<file path="src/rtl/brk_pkg.sv">
// Package brk_pkg
// Shared constants and the registered result bundle of the break execute unit.
// Assumes a 32-bit datapath and 5-bit register indices.
package brk_pkg;
    localparam int XLEN       = 32;
    localparam int RIDX_W     = 5;

    // Status register bit positions
    localparam int ST_BIP     = 3;
    localparam int ST_UM      = 11;
    localparam int ST_UMS     = 12;
    localparam int ST_VM      = 13;
    localparam int ST_VMS     = 14;
    localparam int MODE_PAIRS = 2;

    // Instruction encoding
    localparam logic [5:0] OPC_REG_BRK = 6'b100110;
    localparam logic [5:0] OPC_IMM_BRK = 6'b101110;
    localparam logic [4:0] SUBOP_BRK   = 5'b01100;

    // Vectors
    localparam logic [XLEN-1:0] VEC_SYSCALL = 32'h0000_0008;
    localparam logic [XLEN-1:0] VEC_DEBUG   = 32'h0000_0018;
    localparam logic [RIDX_W-1:0] HW_LINK_REG = 5'd16;

    typedef enum logic [1:0] {
        KIND_NONE = 2'd0,
        KIND_REG  = 2'd1,
        KIND_IMM  = 2'd2
    } brk_kind_e;

    typedef struct packed {
        logic              redirect;
        logic [XLEN-1:0]   target;
        logic              rf_we;
        logic [RIDX_W-1:0] waddr;
        logic [XLEN-1:0]   wdata;
        logic              msr_we;
        logic [XLEN-1:0]   msr;
        logic              resv_clr;
        logic              trap;
    } brk_result_t;
endpackage

</file>
<file path="src/rtl/brk_decode.sv">
// Module brk_decode
// Recognises the register and immediate break forms and extracts rd.
// Assumes the caller qualifies the word with a valid strobe.
module brk_decode
    import brk_pkg::*;
(
    input  logic              valid_i,
    input  logic [XLEN-1:0]   instr_i,
    output brk_kind_e         kind_o,
    output logic [RIDX_W-1:0] rd_o
);
    logic is_reg;
    logic is_imm;
    logic unused_rb_field;

    assign unused_rb_field = ^instr_i[15:11];

    // Match the two encodings; the register form must have its low field zero
    always_comb begin
        is_reg = valid_i && (instr_i[31:26] == OPC_REG_BRK)
                 && (instr_i[20:16] == SUBOP_BRK) && (instr_i[10:0] == 11'd0);
        is_imm = valid_i && (instr_i[31:26] == OPC_IMM_BRK)
                 && (instr_i[20:16] == SUBOP_BRK);
        kind_o = is_reg ? KIND_REG : (is_imm ? KIND_IMM : KIND_NONE);
        rd_o   = instr_i[25:21];
    end
endmodule

</file>
<file path="src/rtl/brk_status.sv">
// Module brk_status
// Builds the new status word: optional save-and-clear of the mode bit pairs
// and optional setting of the break-in-progress flag.
// Assumes each saved bit sits directly above its live bit.
module brk_status
    import brk_pkg::*;
(
    input  logic [XLEN-1:0] msr_i,
    input  logic            set_bip_i,
    input  logic            save_modes_i,
    output logic [XLEN-1:0] msr_o
);
    localparam int LIVE_POS [MODE_PAIRS] = '{ST_UM, ST_VM};

    logic [XLEN-1:0] save_mask;
    logic [XLEN-1:0] save_val;

    // One mask term and one copied bit per mode pair
    for (genvar g = 0; g < MODE_PAIRS; g++) begin : g_pair
        logic [XLEN-1:0] pair_mask;
        logic [XLEN-1:0] pair_val;
        always_comb begin
            pair_mask = '0;
            pair_val  = '0;
            pair_mask[LIVE_POS[g]]   = 1'b1;
            pair_mask[LIVE_POS[g]+1] = 1'b1;
            pair_val[LIVE_POS[g]+1]  = msr_i[LIVE_POS[g]];
        end
    end

    // Combine the per-pair terms
    always_comb begin
        save_mask = '0;
        save_val  = '0;
        save_mask = g_pair[0].pair_mask | g_pair[1].pair_mask;
        save_val  = g_pair[0].pair_val  | g_pair[1].pair_val;
    end

    // Apply the save-and-clear, then the flag
    always_comb begin
        msr_o = save_modes_i ? ((msr_i & ~save_mask) | save_val) : msr_i;
        if (set_bip_i) begin
            msr_o[ST_BIP] = 1'b1;
        end
    end
endmodule

</file>
<file path="src/rtl/brk_exec_unit.sv">
// Module brk_exec_unit
// Execute stage for the break instructions and the hardware break request.
// Produces registered redirect, link write, status write, reservation clear
// and privilege trap one cycle after the inputs are sampled.
// Assumes imm_sext already holds any immediate-prefix extension.
module brk_exec_unit
    import brk_pkg::*;
(
    input  logic                 clk,
    input  logic                 rst_n,
    input  logic                 in_valid,
    input  logic [31:0]          instr,
    input  logic [31:0]          next_pc,
    input  logic [31:0]          rb_val,
    input  logic [31:0]          imm_sext,
    input  logic [31:0]          msr_in,
    input  logic [31:0]          vec_base,
    input  logic [31:0]          cur_pc,
    input  logic                 hw_brk_req,
    output logic                 pc_redirect,
    output logic [31:0]          pc_target,
    output logic                 rf_we,
    output logic [4:0]           rf_waddr,
    output logic [31:0]          rf_wdata,
    output logic                 msr_we,
    output logic [31:0]          msr_out,
    output logic                 resv_clr,
    output logic                 priv_trap
);
    brk_kind_e         kind;
    logic [RIDX_W-1:0] rd;
    logic              vec_ok;
    logic              is_debug_vec;
    logic              set_bip;
    logic              save_modes;
    logic [XLEN-1:0]   msr_new;
    brk_result_t       nxt;
    brk_result_t       res_q;

    brk_decode u_dec (
        .valid_i (in_valid),
        .instr_i (instr),
        .kind_o  (kind),
        .rd_o    (rd)
    );

    // Classify the immediate and choose the status-update options
    always_comb begin
        is_debug_vec = (imm_sext == VEC_DEBUG);
        vec_ok       = is_debug_vec || (imm_sext == VEC_SYSCALL);
        set_bip      = hw_brk_req || (kind == KIND_REG) || !is_debug_vec;
        save_modes   = hw_brk_req || ((kind == KIND_IMM) && vec_ok);
    end

    brk_status u_st (
        .msr_i        (msr_in),
        .set_bip_i    (set_bip),
        .save_modes_i (save_modes),
        .msr_o        (msr_new)
    );

    // Select the result: hardware break first, then trap or executed break
    always_comb begin
        nxt = '0;
        if (hw_brk_req) begin
            nxt.redirect = 1'b1;
            nxt.target   = vec_base + VEC_DEBUG;
            nxt.rf_we    = 1'b1;
            nxt.waddr    = HW_LINK_REG;
            nxt.wdata    = cur_pc;
            nxt.msr_we   = 1'b1;
            nxt.msr      = msr_new;
        end else if (kind != KIND_NONE) begin
            if (msr_in[ST_UM] && ((kind == KIND_REG) || !vec_ok)) begin
                nxt.trap = 1'b1;
            end else begin
                nxt.redirect = 1'b1;
                nxt.target   = (kind == KIND_REG) ? rb_val : imm_sext;
                nxt.rf_we    = (rd != '0);
                nxt.waddr    = (rd != '0) ? rd : '0;
                nxt.wdata    = (rd != '0) ? next_pc : '0;
                nxt.msr_we   = 1'b1;
                nxt.msr      = msr_new;
                nxt.resv_clr = 1'b1;
            end
        end
    end

    // Output register
    always_ff @(posedge clk) begin
        if (!rst_n) begin
            res_q <= '0;
        end else begin
            res_q <= nxt;
        end
    end

    assign pc_redirect = res_q.redirect;
    assign pc_target   = res_q.target;
    assign rf_we       = res_q.rf_we;
    assign rf_waddr    = res_q.waddr;
    assign rf_wdata    = res_q.wdata;
    assign msr_we      = res_q.msr_we;
    assign msr_out     = res_q.msr;
    assign resv_clr    = res_q.resv_clr;
    assign priv_trap   = res_q.trap;

    AST_TRAP_ALONE: assert property (@(posedge clk) disable iff (!rst_n)
        priv_trap |-> !pc_redirect && !rf_we && !msr_we && !resv_clr);
    AST_LINK_NONZERO: assert property (@(posedge clk) disable iff (!rst_n)
        rf_we |-> rf_waddr != 5'd0);
    AST_RESV_WITH_JUMP: assert property (@(posedge clk) disable iff (!rst_n)
        resv_clr |-> pc_redirect && msr_we);
    AST_NO_BIP_CLEARS_MODES: assert property (@(posedge clk) disable iff (!rst_n)
        (msr_we && !msr_out[ST_BIP]) |-> !msr_out[ST_UM] && !msr_out[ST_VM]);
    AST_HW_VECTOR: assert property (@(posedge clk) disable iff (!rst_n)
        ($past(rst_n) && $past(hw_brk_req)) |->
        pc_redirect && !priv_trap && !resv_clr
        && (pc_target == $past(vec_base) + 32'h18) && (rf_waddr == 5'd16));
endmodule

</file>
<file path="config.mk">
export PLATFORM = sky130hd
export DESIGN_NAME = brk_exec_unit
export DESIGN_NICKNAME = d
export VERILOG_FILES = /design/src/rtl/brk_pkg.sv /design/src/rtl/brk_decode.sv /design/src/rtl/brk_status.sv /design/src/rtl/brk_exec_unit.sv
export SDC_FILE = /design/constraint.sdc
export NUM_CORES = 1
export LEC_CHECK = 0
export CAP_MARGIN = 20
export CELL_PAD_IN_SITES_DETAIL_PLACEMENT = 0
export CELL_PAD_IN_SITES_GLOBAL_PLACEMENT = 1
export CORE_AREA = 2 2 140 142
export CTS_BUF_LIST = sky130_fd_sc_hd__clkbuf_8 sky130_fd_sc_hd__clkbuf_16
export DETAILED_ROUTE_END_ITERATION = 12
export DIE_AREA = 0 0 142 144
export PLACE_DENSITY = 0.78
export SLEW_MARGIN = 30
export SYNTH_ARGS = -nofsm -noshare
export SYNTH_HDL_FRONTEND = slang
export SYNTH_SLANG_ARGS = --single-unit
export TNS_END_PERCENT = 10
</file>
<file path="constraint.sdc">
create_clock -name clk -period 2.3 [get_ports clk]
set_input_delay 0.46 -clock clk [delete_from_list [all_inputs] [get_ports clk]]
set_output_delay 0.46 -clock clk [all_outputs]
set_load 0.005 [all_outputs]
</file>
==> results.txt <==
- Number of buffer and inverter stages on the critical path: 2
- Hold WC Path Type: in2reg
- Top layer in use: met4
- Drt pass-1 iters: 4
- Remaining antenna violation count after routing: 0
* Post-Synth XOR/XNOR Area: 0.0488
- The share of total power dissipated in sequential elements is 0.449.
- Max-capacitance violation count: 0
* Cell area after layout: 8660 um^2
* Outcome: completed
- Clk slew on worst S/H paths: 80 ps
- Grouping stages by cell kind, the critical path spends the most delay in simple AND/OR/NAND/NOR gates.
* Root Driver: clkbuf_16
- In this run the core area contains 51 standard-cell rows.
- CTS H-tree depth: 3
* Number of endpoints failing setup at the final stage: 0
- Static timing analysis puts the maximum clock frequency at roughly 0.44 GHz.
- Sum of met3 wire segment lengths after detailed routing: 1490 um
- Worst path required time: between 2000 and 3000 ps
- On the final layout, the worst hold slack is roughly 470 ps.
- Initial detailed-routing violation count: 120
- In this run, synthesis inferred 0 flip-flops with an integrated enable.
- Cell-internal power: 3.22 mW
- The first global-routing pass estimated about 28,000 um of wire.
- Unique cell type count in the Yosys netlist: 52
- Number of hold-slack violations in the final timing report: 0
* Synth Register Bits: 105
- Metal2 WL: 9710 um
* Max-slew violation count: 0
- The number of nets in the synthesized netlist is roughly 650.
- Minimum clock period: 2270 ps
- Max incr delay on CP: about 580 ps
* Synthesized instance count: 424
* Peak supply drop: 269 uV
- Post-synth ARST share: 0
- Counting along the longest clock path gives a buffer depth of 2.
- During synthesis, Yosys emitted a total of 0 warnings.
- The synthesized netlist occupies a cell area of 4310 um^2.
- Of the total power, the share spent switching nets is 0.243.
* Power per cell area: between 400 and 500 nW/um^2
- DRC viols: 0
- Layout Nets: 1,028
* Combinational family with the most area after synthesis: simple AND/OR/NAND/NOR gates
* Worst Path Class, Setup: in2reg
* Area growth from synthesis to layout: 101%
- The initial utilization of the core area, before any placement, comes to 0.226.
* Worst-path fanout max: 19
* Half-perimeter wire length after detailed placement: 15,800 um
- Global router's overall resource usage: 0.188
* Cell-by-cell trace of the critical path: clkdlybuf4s50_1 > or4_4 > o41ai_4 > nand3_1 > buf_4 > o21ai_0
* RePlAce Congestion: 0.787
* Die span in y: around 140 um
- At the worst endpoint, the arrival time is 2540 ps.
* Die area: 20,400 um^2
- For this design the total switching power over the nets is between 1 and 1.5 mW.
- Largest net degree at the start of global routing: 24
* Seq/Total Area, Yosys: 0.488
* Slowest cell on the critical path: or4_4
- Counting every sink on the clock net gives 105.
- Placed Instance Area: 8260 um^2
* Static Leak: 3.55 nW
- Logic pwr share: 0.198
- Number of vias in the routed layout: 4,645
- The die is 142 um wide.
- In this run the count of I/O pins placed on the die edge is 334.
* Unrepaired setup endpoints after global routing: true
- TritonCTS built the clock tree.
- In the final layout, the share of cells above drive strength 1 is 0.128.
- Dividing the final minimum period by the clock period gives 0.986.
* Via density per instance: 4.46
- Of the total synthesized cell area, the portion taken by full adders, half adders and majority gates is 0.00290.
- Met1 layer wirelength in the final routing: 8180 um
- After detailed routing, the total wire length is 19,900 um.
* Fraction of synthesized area in multiplexers: 0.0651
- The initial antenna violation count came to 1.
- Type of element capturing the critical path: flip-flop
- In this run, CTS created clock tree buffers numbering 9.
- The number of placed instances, taps included, is 1,022.
* Number of global-route vias before repair: 4,800
- Core area: 19,100 um^2
- Most frequently used flop master after synthesis: dfxtp_1
- Wire per inst: 19.1 um
- Global routing finished with a remaining overflow of 0.
- Synthesized-area fraction occupied by and/or/nand/nor cells: 0.182
- Relative contribution of the clock network to total power: 0.352
- Input and output buffers added on the ports amount to 328.
- Average cell area after synthesis: 10.2 um^2
* Hold-fix buffers, CTS: 0
- STA classifies the critical path startpoint as an input pin.
- The finished layout holds approximately 1,000 standard cells, fillers aside.
- Compound-cell area share of the yosys netlist: 0.164
sequential cells by signal, summed over array words and instances, names as in the netlist:
register and cells:
msr_out 32, resv_clr 1, priv_trap 1, rf_we 1
rf_waddr 5, pc_redirect 1, pc_target 32, rf_wdata 32
final cells by class:
type | instances | area [um^2]
inverter | 15 | 56.3
sequential | 105 | 2100
clock buffer | 9 | 225
clock inverter | 6 | 51.3
fill | 1833 | 10400
timing repair buffer | 392 | 3850
multi-input combinational | 276 | 2080
antenna | 1 | 2.50
tap | 238 | 298
through the flow:
stage / util / power (mW) / TNS (ps) / worst slack [ps]
finish: 0.454 / 4.25 / 0 / 32.3
global route: 0.454 / 4.43 / -213 / -53.2
CTS: 0.454 / 4.31 / -46.0 / -7.60
detailed placement: 0.433 / 2.79 / -39910 / -474
global placement: 0.433 / 2.78 / -37220 / -430
floorplan: - / 2.12 / 0 / 183
worst min-delay path, stage by stage:
cell            delay, ps
dlymetal6s2s_1        120
mux2i_1                90
o22ai_1               110
synthesized netlist by cell type (2+ instances only):
| cell type | n | area (um^2) |
|---|---|---|
| and4b_1 | 4 | 40.0 |
| nor2b_1 | 26 | 163 |
| a31oi_1 | 2 | 12.5 |
| nor2_1 | 13 | 48.8 |
| nand4_1 | 7 | 43.8 |
| o21a_1 | 2 | 15.0 |
| and2_1 | 2 | 12.5 |
| nor4_1 | 8 | 50.1 |
| nor3_1 | 11 | 55.1 |
| mux2i_1 | 28 | 280 |
| nor3b_1 | 2 | 15.0 |
| o22ai_1 | 23 | 144 |
| a211oi_1 | 2 | 15.0 |
| o31ai_1 | 2 | 15.0 |
| xor2_1 | 5 | 43.8 |
| nand3_1 | 9 | 45.0 |
| buf_4 | 5 | 37.5 |
| o21ai_0 | 11 | 55.1 |
| or4_1 | 3 | 22.5 |
| xnor2_1 | 19 | 166 |
| o211ai_1 | 4 | 30.0 |
| and3_2 | 2 | 15.0 |
| inv_1 | 15 | 56.3 |
| buf_2 | 5 | 25.0 |
| clkbuf_1 | 14 | 52.6 |
| o211a_1 | 2 | 20.0 |
| a22o_1 | 32 | 280 |
| dfxtp_1 | 105 | 2100 |
| and3_1 | 10 | 62.6 |
| a21boi_0 | 9 | 67.6 |
| nor4bb_1 | 2 | 20.0 |
| nand2_1 | 18 | 67.6 |
| and4_2 | 2 | 20.0 |
| and3b_1 | 2 | 17.5 |
what timing repair did:
item | CTS | global route
buffers inserted | 5 | 0
gates resized for setup | 11 | 19
gates cloned | 2 | 0
pin swaps | 4 | 13
setup endpoints to repair | 57 | 91
power groups by stage:
| stage | Combinational (mW) | Sequential [mW] | Clock, mW |
|---|---|---|---|
| 2_1_floorplan | 0.162 | 1.96 | 0 |
| 3_3_place_gp | 0.833 | 1.95 | 0 |
| 3_5_place_dp | 0.836 | 1.95 | 0 |
| 4_1_cts | 0.848 | 1.91 | 1.55 |
| 5_1_grt | 0.902 | 1.91 | 1.61 |
| 6_report | 0.843 | 1.91 | 1.50 |
cells by family (layout without fill, tap and decap cells):
logic type,Yosys count,in the layout
flip-flops,105,105
XOR/XNOR,24,24
buffers and inverters,43,422
other,1,2
AO/OA/AOI/OAI,93,93
AND/OR/NAND/NOR,129,129
adder cells (fa/ha/maj),1,1
multiplexers,28,28
placed cells by master, fill, tap and decap left out, types with 3 or more instances in the layout:
| master | Yosys | routed |
|---|---|---|
| a21boi_0 | 9 | 9 |
| a22o_1 | 32 | 32 |
| and3_1 | 10 | 10 |
| and4b_1 | 4 | 3 |
| buf_12 | 0 | 4 |
| buf_4 | 5 | 56 |
| clkbuf_16 | 0 | 9 |
| clkdlybuf4s50_1 | 0 | 320 |
| clkinvlp_4 | 0 | 3 |
| dfxtp_1 | 105 | 105 |
| dlymetal6s2s_1 | 0 | 6 |
| inv_1 | 15 | 15 |
| mux2i_1 | 28 | 26 |
| nand2_1 | 18 | 18 |
| nand3_1 | 9 | 9 |
| nand4_1 | 7 | 7 |
| nor2_1 | 13 | 13 |
| nor2b_1 | 26 | 25 |
| nor3_1 | 11 | 11 |
| nor4_1 | 8 | 3 |
| nor4_2 | 0 | 5 |
| o211ai_1 | 4 | 4 |
| o21ai_0 | 11 | 10 |
| o22ai_1 | 23 | 23 |
| xnor2_1 | 19 | 19 |
| xor2_1 | 5 | 5 |
routing by layer:
| metal | vias to the layer above | global-route usage |
|---|---|---|
| met1 | 2139 | 0.217 |
| met5 | - | 0 |
| li1 | 2287 | - |
| met3 | 23 | 0.0632 |
| met4 | 0 | 0.0632 |
| met2 | 196 | 0.329 |
path summary, 6_finish.rpt:
kind                      from       endpoint  slack, ps  cells after the start
setup / recovery      instr[6]   pc_target[0]         30                      6
hold / removal    imm_sext[27]  pc_target[27]        470                      3
(Power assumes the default switching activity.)
